## src/rtl/deemph_pkg.sv

```systemverilog
package deemph_pkg;
  localparam int COEF_W    = 24;
  localparam int COEF_FRAC = 22;

  localparam logic [1:0] RATE_44K1 = 2'd0;
  localparam logic [1:0] RATE_48K  = 2'd1;
  localparam logic [1:0] RATE_32K  = 2'd2;
  localparam logic [1:0] RATE_NONE = 2'd3;

  typedef struct packed {
    logic signed [COEF_W-1:0] b0;
    logic signed [COEF_W-1:0] b1;
    logic signed [COEF_W-1:0] c1;
  } coef_t;

  typedef enum logic [1:0] {ST_IDLE, ST_CALC, ST_OUT} seq_e;
endpackage

```

## src/rtl/deemph_coef_rom.sv

```systemverilog
module deemph_coef_rom
  import deemph_pkg::*;
(
  input  logic [1:0] rate,
  output coef_t      coef
);
  // Bilinear-mapped 50us/15us shelf, Q2.22
  always_comb begin
    case (rate)
      RATE_48K: begin
        coef.b0 = 24'sd1764500;
        coef.b1 = -24'sd318189;
        coef.c1 = 24'sd2747992;
      end
      RATE_32K: begin
        coef.b0 = 24'sd1957342;
        coef.b1 = 24'sd39946;
        coef.c1 = 24'sd2197016;
      end
      default: begin
        coef.b0 = 24'sd1800992;
        coef.b1 = -24'sd250418;
        coef.c1 = 24'sd2643730;
      end
    endcase
  end
endmodule

```

## src/rtl/deemph_src_sel.sv

```systemverilog
module deemph_src_sel
  import deemph_pkg::*;
(
  input  logic [2:0] emph_mode,
  input  logic       sw_emph,
  input  logic       pin_emph,
  input  logic [1:0] rate_sel,
  input  logic       cs_valid,
  input  logic       cs_emph,
  input  logic [1:0] cs_rate,
  output logic       en,
  output logic [1:0] rate
);
  always_comb begin
    if (emph_mode == 3'd7) begin
      en   = cs_valid & cs_emph;
      rate = cs_valid ? cs_rate : RATE_NONE;
    end else if (emph_mode[2]) begin
      en   = pin_emph;
      rate = rate_sel;
    end else begin
      en   = sw_emph;
      rate = rate_sel;
    end
  end
endmodule

```

## src/rtl/deemph_core.sv

```systemverilog
module deemph_core
  import deemph_pkg::*;
#(
  parameter int DW = 24,
  parameter int AW = 4
) (
  input  logic signed [DW-1:0] x,
  input  logic                 narrow,
  input  logic signed [DW-1:0] x1,
  input  logic signed [DW-1:0] y1,
  input  coef_t                coef,
  output logic signed [DW-1:0] v,
  output logic signed [DW-1:0] q
);
  localparam int NW = DW - AW;
  localparam int PW = DW + COEF_W + 3;

  logic signed [PW-1:0] p_b0, p_b1, p_c1, acc, rnd, sh, hi, lo;

  always_comb begin
    v    = narrow ? {{AW{x[DW-1]}}, x[DW-1:AW]} : x;
    p_b0 = PW'(coef.b0) * PW'(v);
    p_b1 = PW'(coef.b1) * PW'(x1);
    p_c1 = PW'(coef.c1) * PW'(y1);
    acc  = p_b0 + p_b1 + p_c1;
    rnd  = acc + (PW'(1) <<< (COEF_FRAC - 1));
    sh   = rnd >>> COEF_FRAC;
    hi   = narrow ? ((PW'(1) <<< (NW - 1)) - PW'(1))
                  : ((PW'(1) <<< (DW - 1)) - PW'(1));
    lo   = -hi - PW'(1);
    if (sh > hi)      q = hi[DW-1:0];
    else if (sh < lo) q = lo[DW-1:0];
    else              q = sh[DW-1:0];
  end
endmodule

```

## src/rtl/deemph_filter.sv

```systemverilog
module deemph_filter
  import deemph_pkg::*;
#(
  parameter int DW = 24,
  parameter int AW = 4
) (
  input  logic          clk,
  input  logic          rst,
  input  logic          s_valid,
  output logic          s_ready,
  input  logic [DW-1:0] s_data,
  input  logic [2:0]    emph_mode,
  input  logic          sw_emph,
  input  logic          pin_emph,
  input  logic [1:0]    rate_sel,
  input  logic          cs_valid,
  input  logic          cs_emph,
  input  logic [1:0]    cs_rate,
  input  logic          aux_keep,
  output logic          m_valid,
  input  logic          m_ready,
  output logic [DW-1:0] m_data
);
  localparam int NW = DW - AW;

  seq_e                 st;
  logic                 sel_en;
  logic [1:0]           sel_rate;
  coef_t                rom_coef, coef_q;
  logic signed [DW-1:0] x_q, x1_q, y1_q, x1_use, y1_use, v_w, q_w;
  logic                 en_q, nar_q, hist_live, hist_nar, hist_ok;
  logic                 take;

  deemph_src_sel u_sel (
    .emph_mode(emph_mode), .sw_emph(sw_emph), .pin_emph(pin_emph),
    .rate_sel(rate_sel), .cs_valid(cs_valid), .cs_emph(cs_emph),
    .cs_rate(cs_rate), .en(sel_en), .rate(sel_rate)
  );

  deemph_coef_rom u_rom (.rate(sel_rate), .coef(rom_coef));

  assign hist_ok = hist_live && (hist_nar == nar_q);
  assign x1_use  = hist_ok ? x1_q : '0;
  assign y1_use  = hist_ok ? y1_q : '0;

  deemph_core #(.DW(DW), .AW(AW)) u_core (
    .x(x_q), .narrow(nar_q), .x1(x1_use), .y1(y1_use),
    .coef(coef_q), .v(v_w), .q(q_w)
  );

  assign s_ready = (st == ST_IDLE);
  assign take    = s_valid && s_ready;

  always_ff @(posedge clk) begin
    if (rst) begin
      st        <= ST_IDLE;
      m_valid   <= 1'b0;
      m_data    <= '0;
      x_q       <= '0;
      en_q      <= 1'b0;
      nar_q     <= 1'b0;
      coef_q    <= '0;
      x1_q      <= '0;
      y1_q      <= '0;
      hist_live <= 1'b0;
      hist_nar  <= 1'b0;
    end else begin
      case (st)
        ST_IDLE: if (take) begin
          x_q    <= s_data;
          en_q   <= sel_en;
          nar_q  <= aux_keep;
          coef_q <= rom_coef;
          st     <= ST_CALC;
        end
        ST_CALC: begin
          if (en_q) begin
            m_data    <= nar_q ? {q_w[NW-1:0], x_q[AW-1:0]} : q_w;
            x1_q      <= v_w;
            y1_q      <= q_w;
            hist_live <= 1'b1;
            hist_nar  <= nar_q;
          end else begin
            m_data    <= x_q;
            x1_q      <= '0;
            y1_q      <= '0;
            hist_live <= 1'b0;
          end
          m_valid <= 1'b1;
          st      <= ST_OUT;
        end
        ST_OUT: if (m_ready) begin
          m_valid <= 1'b0;
          st      <= ST_IDLE;
        end
        default: st <= ST_IDLE;
      endcase
    end
  end
endmodule

```

## config.mk

```make
export PLATFORM = sky130hd
export DESIGN_NAME = deemph_filter
export DESIGN_NICKNAME = d
export VERILOG_FILES = /design/src/rtl/deemph_pkg.sv /design/src/rtl/deemph_coef_rom.sv /design/src/rtl/deemph_src_sel.sv /design/src/rtl/deemph_core.sv /design/src/rtl/deemph_filter.sv
export SDC_FILE = /design/constraint.sdc
export NUM_CORES = 2
export LEC_CHECK = 0
export BUFFER_PORTS_ARGS = -buffer_cell sky130_fd_sc_hd__buf_2
export CAP_MARGIN = 20
export CORE_MARGIN = 4
export CORE_UTILIZATION = 68
export DETAILED_ROUTE_END_ITERATION = 8
export HOLD_SLACK_MARGIN = 0.02
export PLACE_DENSITY_LB_ADDON = 0.3
export RECOVER_POWER = 50
export SETUP_SLACK_MARGIN = 0.1
export SLEW_MARGIN = 0
export SYNTH_ARGS = -nofsm -noshare
export SYNTH_HDL_FRONTEND = slang
export SYNTH_SLANG_ARGS = --single-unit
```

## constraint.sdc

```tcl
create_clock -name clk -period 16.1 [get_ports clk]
set_clock_uncertainty 0.1 [all_clocks]
set_input_delay 3.22 -clock clk [delete_from_list [all_inputs] [get_ports clk]]
set_output_delay 3.22 -clock clk [all_outputs]
set_load 0.005 [all_outputs]
```

# After elaboration in Yosys (flattened, before gate mapping)
# Index checks and enable logic that the tools add are counted.
word_totals:
  reg_bits: 171
  latch_bits: 0
  mem_bits_rw: 0
  romBits: 0
  inputBits: 40
  output_inout_bits: 26
  elab_cells: 61
  n_memories: 0
classes:
  add_sub_neg: 5
  mul: 3
  div: 0
  order_cmp: 2
  eq_ne: 8
  shifts: 0
  n_mux: 21
  bitwise: 1
  reduce_logical: 8
op_table:
  columns: ["operator", "n"]
  rows:
  - ["two-way mux 24 bit", 8]
  - ["case mux 67 bit (2 select lines)", 1]
  - ["adder 51 bit", 2]
  - ["multiplier 24 x 24 -> 48 bit", 2]
  - ["adder 51 x 23 -> 51 bit, second input constant", 1]
  - ["< comparator 29 x 51 -> 1 bit", 1]
  - ["negation 51 bit", 1]
  - ["subtractor 51 x 2 -> 51 bit, second input constant", 1]
  - ["multiplier 22 x 24 -> 46 bit", 1]
  - ["two-way mux 23 bit", 2]
  - ["> comparator 29 x 24 -> 1 bit", 1]
  - ["two-way mux 2 bit", 4]
  - ["AND reduction 2 bit", 4]
  - ["case mux 2 bit (3 select lines)", 1]
  - ["== test 2 x 1 -> 1 bit, second input constant", 2]
  - ["== test 2 bit, second input constant", 2]
  - ["two-way mux 1 bit", 4]
  - ["== test 3 bit, second input constant", 1]
  - ["logical AND 1 bit", 2]
  - ["logical NOT 2 bit", 1]
  - ["!= test 2 x 1 -> 1 bit, second input constant", 1]
  - ["!= test 2 bit, second input constant", 1]
  - ["case mux 1 bit (2 select lines)", 1]
  - ["nonzero test 2 bit", 1]
  - ["other kinds (2)", 2]

# Depth between registers and ports, before layout
logic_depth:
  word_depth: 12
  ltp_mapped: 61
  ltp_nobuf: 56

# Modules after synthesis
# Synthesis repeated with hierarchy kept, for this count alone.
hier_totals:
  hier_cells: 8016
  hier_area_um2: 73341.6
by_module_without_submodules:
  columns: ["module", "instances", "cells_each", "area_each_um2", "seq_area_each_um2"]
  rows:
  - ["deemph_core", 1, 7053, 65809.4, 0.0]
  - ["deemph_filter", 1, 875, 6900.4, 3503.4]
  - ["deemph_coef_rom", 1, 77, 571.8, 0.0]
  - ["deemph_src_sel", 1, 11, 60.1, 0.0]

# Worst setup path after synthesis
# OpenSTA, ideal clock, no wires.
synth_path:
  kind: "register to register"
  from: "register nar_q"
  to: "register m_data[14]"
  setup_ps: 139
  arrival_ps: 13703
  required_ps: 15861
  setup_slack_ps: 2158
  stages_incl_launch_ff: 59
  n_path_buf: 5
  period_less_slack_ps: 13942
  cell_sequence: "dfxtp_1 -> buf_1 -> clkbuf_1 -> mux2_2 -> nand2_1 -> inv_1 -> fa_1 -> inv_1 -> fa_1 -> inv_1 -> fa_1 -> inv_1 -> fa_1 -> inv_1 -> fa_1 -> fa_1 -> fa_1 -> ha_1 -> (+23 left out) -> and2_4 -> buf_6 -> a21o_1 -> a21oi_1 -> o21bai_1 -> xor2_1 -> ha_1 -> o22a_1 -> nor4_1 -> or3b_2 -> a211oi_1 -> nor4bb_1 -> nand4_1 -> o31ai_2 -> nand4_4 -> a21oi_4 -> buf_6 -> a221oi_1"
synth_via:
  elab_chain_cells: 12
  elab_cells_between_ends: 20
  cone_classes: "add/sub (5); mul (3); order compare (2); eq/ne (1); mux (8); reduce/logical (1)"
synth_rtl:
  columns: ["item", "line", "rtl"]
  rows:
  - ["from (decl)", "deemph_filter.sv:31", "logic en_q, nar_q, hist_live, hist_nar, hist_ok;"]
  - ["from (signal assigned)", "deemph_filter.sv:72", "nar_q <= aux_keep;"]
  - ["== test 1 bit", "deemph_filter.sv:42", "assign hist_ok = hist_live && (hist_nar == nar_q);"]
  - ["logical AND 1 bit", "deemph_filter.sv:42", null]
  - ["two-way mux 24 bit", "deemph_filter.sv:43", "assign x1_use = hist_ok ? x1_q : '0;"]
  - ["multiplier 24 x 24 -> 48 bit", "deemph_core.sv:23", "p_b1 = PW'(coef.b1) * PW'(x1);"]
  - ["adder 51 bit (2 in a row)", "deemph_core.sv:25", "acc = p_b0 + p_b1 + p_c1;"]
  - ["adder 51 x 23 -> 51 bit", "deemph_core.sv:26", "rnd = acc + (PW'(1) <<< (COEF_FRAC - 1));"]
  - ["< comparator 29 x 51 -> 1 bit", "deemph_core.sv:32", "else if (sh < lo) q = lo[DW-1:0];"]
  - ["two-way mux 24 bit", "deemph_core.sv:32", null]
  - ["two-way mux 24 bit", "deemph_core.sv:31", "if (sh > hi) q = hi[DW-1:0];"]
  - ["two-way mux 24 bit (*)", "deemph_filter.sv:78", "m_data <= nar_q ? {q_w[NW-1:0], x_q[AW-1:0]} : q_w;"]
  - ["two-way mux 24 bit (*)", "deemph_filter.sv:77", "if (en_q) begin"]
  - ["to (signal assigned)", "deemph_filter.sv:78", null]
  - ["to (signal assigned)", "deemph_filter.sv:84", "m_data <= x_q;"]
  - ["to (decl)", "deemph_filter.sv:22", "output logic [DW-1:0] m_data"]
# Every way passes the cells marked *; elsewhere a longest branch is shown, timed or not.
# A chain may end at the register's enable or synchronous reset.

# Final worst setup path
layout_path:
  from: "register nar_q"
  to: "register m_data[20]"
# Same word-level chain as after synthesis.

==> parameters.txt <==
Parameter                              Value

Run status
  Outcome ... finished, violations left
  Violations in the final reports ... max-capacitance violations, max-slew violations

Setup path
  Setup Crit Path Kind ... reg2reg
  Combined buffer and inverter count along the critical path ... 10
  Worst Setup End Kind ... register
  Largest driver fanout on the critical path ... 27
  Worst-path cell with the longest stage delay ... sky130_fd_sc_hd__dfxtp_4
  Data arrival time of the critical path ... 15.12 ns
  Kind of cell adding the most delay to the critical path ... adder cells
  Flop2flop setup slack ... 0.95 ns
  Data required time of the worst path ... 16.07 ns
  Cell type with the highest occurrence count on the critical path ... sky130_fd_sc_hd__fa_1
  CP peak stage delay ... 0.60 ns
  Startpoint Class ... register

Global route
  First-pass GRT wire length ... 251000 um
  Global routing usage on met1 ... 54.3%
  Met3 routing resource usage after global routing ... 7.66%
  Busiest grt layer ... met2
  GRT met2 Usage ... 61.2%
  Aggregate global routing overflow ... 0
  Antenna violations before repair ... 4
  Maximum number of pins on one net before global-route repair ... 61
  GRT Overall Usage ... 39.2%
  Number of global-route vias before repair ... 43000

Final layout
  Post-route core utilization ... 71.3%
  Synth-to-Final Area Change ... 3.58%
  Proportion of layout cells with a drive suffix above 1 ... 3.11%
  Ant diodes ... 0
  Commonest cells after routing, fill and taps aside ... sky130_fd_sc_hd__inv_1 (1719), sky130_fd_sc_hd__fa_1 (1274), sky130_fd_sc_hd__ha_1 (733)
  Final standard cell count with taps included and fillers excluded ... 6846
  Total Nets Final ... 7839
  Count of fill cells added during filler insertion ... 6274
  Design area ... 56500 um^2
  Most frequent standard cell in the layout excluding fill and tap cells ... sky130_fd_sc_hd__inv_1

Clocking
  Clock tree root driver cell ... sky130_fd_sc_hd__clkbuf_16
  Later-pin clock latency in the skew report ... 0.37 ns
  TritonCTS clock tree ... built
  Maximum buffer depth of the clock tree ... 2
  Hold bufs inserted after CTS ... 0
  H-tree levels ... 3
  Number of CTS-inserted buffers ... 9
  Worst-path clk slew ... 0.08 ns
  Clock tree sinks ... 110

Placed design
  Gpl congestion ... 1.08
  Setup slack at placement ... 0.611 ns
  Total cell area at the placement stage ... 56100 um^2
  Half-perimeter wire length of the detailed placement result ... 144000 um
  Port Buf Inserts ... 65
  Instance count after placement with tap cells included ... 6830

Routing
  Drt initial violations ... 3539
  Detailed-route wire length per cell ... 23.4 um
  Number of iterations in the first detailed-routing pass ... 6
  Antenna-violating nets left ... 0
  Routed wire length ... 160000 um
  Drc violations ... 0
  Via density per instance ... 5.80
  Vias ... 39700

Floorplan
  DIE AREA ... 84800 um^2
  Number of rows created at floorplan ... 103
  Die Y-Extent ... 291 um
  Standard cell core area ... 79300 um^2
  Die extent in x ... 291 um
  IO Pins ... 66
  Initial cell density of the core ... 68.8%

Timing
  Final number of setup-violating endpoints ... 0
  Final worst hold slack ... 0.389 ns
  Worst rel slew slack ... -106%
  Fin worst setup slack ... 0.951 ns
  Max-slew violation count ... 128
  Maximum clock rate ... 66.0 MHz
  Final cycle utilization of the critical path ... 94.1%
  Unrepaired setup endpoints after global routing ... false
  Final worst path period need ... 15.15 ns
  Final total negative setup slack ... 0 ns
  Worst Tran Pin Value ... 3.09 ns
  Number of hold violations in the final report ... 0

Synth
  Adder-Cell Fraction of Synth Area ... 63.6%
  Number of synthesis warnings ... 0
  Number of register bits inferred by synthesis ... 110
  Number of unique standard cell types used by synthesis ... 90
  Synthesized-area fraction occupied by ao, oa, aoi and oai cells ... 7.54%
  Sequential element share of the synthesized area ... 4.04%
  Fraction of post-synthesis cell area in the top cell type by area ... 46.8%
  Mean cell area of the mapped netlist ... 9.45 um^2
  Synth Instances ... 5773
  Leading post-synthesis cells by cell area ... sky130_fd_sc_hd__fa_1 (47%), sky130_fd_sc_hd__ha_1 (17%), sky130_fd_sc_hd__inv_1 (12%)
  Post-synthesis mux area share ... 0.560%
  Post-synth design cell area ... 54500 um^2
  Post-synthesis net count ... 7820
  Largest family of logic cells by synthesized area ... adder cells
  Post-synthesis share of cell area spent on xor and xnor gates ... 2.51%
  Post-synth EDFFs ... 0
  Cell type contributing the most total cell area after synthesis ... sky130_fd_sc_hd__fa_1
  Fraction of the mapped netlist area in simple logic gates ... 9.17%
  Async set-or-reset flop fraction in the synthesized netlist ... 0%
  Leading register cell type out of synthesis ... sky130_fd_sc_hd__dfxtp_1

Power and ir drop
  Worst IR Drop VDD ... 0.0610 mV
  Switching power ... 0.990 mW
  Pwr Total ... 1.88 mW
  Sequential power share ... 16.5%
  Fraction of power consumed by the clock network ... 13.6%
  Power per cell area ... 33.3 nW/um^2
  Lkg Pwr ... 31.9 nW
  Internal ... 0.891 mW
  Gate power share ... 69.9%
  Share of total power consumed by net switching ... 52.6%

Worst hold path
  HP Class ... reg2reg

Flow run
  Number of max-cap violations ... 3
-- worst register-to-register path, delay by kind of cell (launching register included) --
kind                       cells  cell delay (ns)
xor gates and xnor gates       3             0.81
and+or+nand+nor               13             3.48
adders and majority gates     12             5.16
DFF                            1             0.60
AOI/OAI and AO/OA             14             3.27
buffers and inverters         10             1.42
-- routing by layer --
layer	vias to the layer above	routed length (um)	part of all wire, %
met4	2	8890	5.5
met3	383	15200	9.5
met1	20000	63900	40
met2	1845	72400	45
li1	17500	-	-
met5	-	89	0.055
-- timing repair --
item | in CTS | in global routing
endpoints found under the setup margin | 0 | 45
gates resized for setup | 0 | 7
setup buffers | 0 | 1
-- synth_stat cells (all sizes together) (25+ instances only) --
library cell and number:
inv 1719, o21bai 25, a21o 69, xor2 65
xnor2 91, nor2 144, dfxtp 110, and2 224
o211ai 33, nand3 50, nand2b 33, nand2 405
a21oi 200, clkbuf 93, ha 733, a22oi 28
fa 1274, o21ai 122, nor2b 40
-- flip-flops by register name, summed over array words and instances, names as in the netlist --
signal / cells
m_data: 24
x1_q: 24
x_q: 24
y1_q: 24
coef_q: 7
st: 2
en_q: 1
hist_live: 1
hist_nar: 1
m_valid: 1
nar_q: 1
-- cells by family after synthesis --
group / Yosys count
buffers and inverters: 1824
XOR/XNOR: 156
multiplexers: 28
AND/OR/NAND/NOR: 1021
AO/OA/AOI/OAI: 627
flip-flops: 110
adder cells (fa/ha/maj): 2007
-- worst paths after layout --
path | start | end | depth (start not counted)
max | nar_q | m_data[20] | 52
min | m_data[17] | m_data[17] | 2
max reg2reg | nar_q | m_data[20] | 52
min reg2reg | m_data[17] | m_data[17] | 2
-- final cells by class --
class / instances / area, um^2 / share of cell area, %
Clock buffer: 11 / 243 / 0.430
Clock inverter: 4 / 77.6 / 0.137
Inverter: 1720 / 6460 / 11.4
Multi-Input combinational cell: 3839 / 45500 / 80.5
Sequential cell: 110 / 2210 / 3.91
Tap cell: 1050 / 1310 / 2.33
Timing Repair Buffer: 112 / 693 / 1.23
-- power groups by stage --
stage                     logic, mW  clock network (mW)  registers (mW)
after CTS                      1.29               0.255           0.307
after global routing           1.44               0.265           0.310
after detailed placement       1.28                   0           0.314
after floorplan               0.891                   0           0.298
after global placement         1.26                   0           0.314
final                          1.31               0.257           0.310
Note: power is estimated with default switching activity, not from simulation.
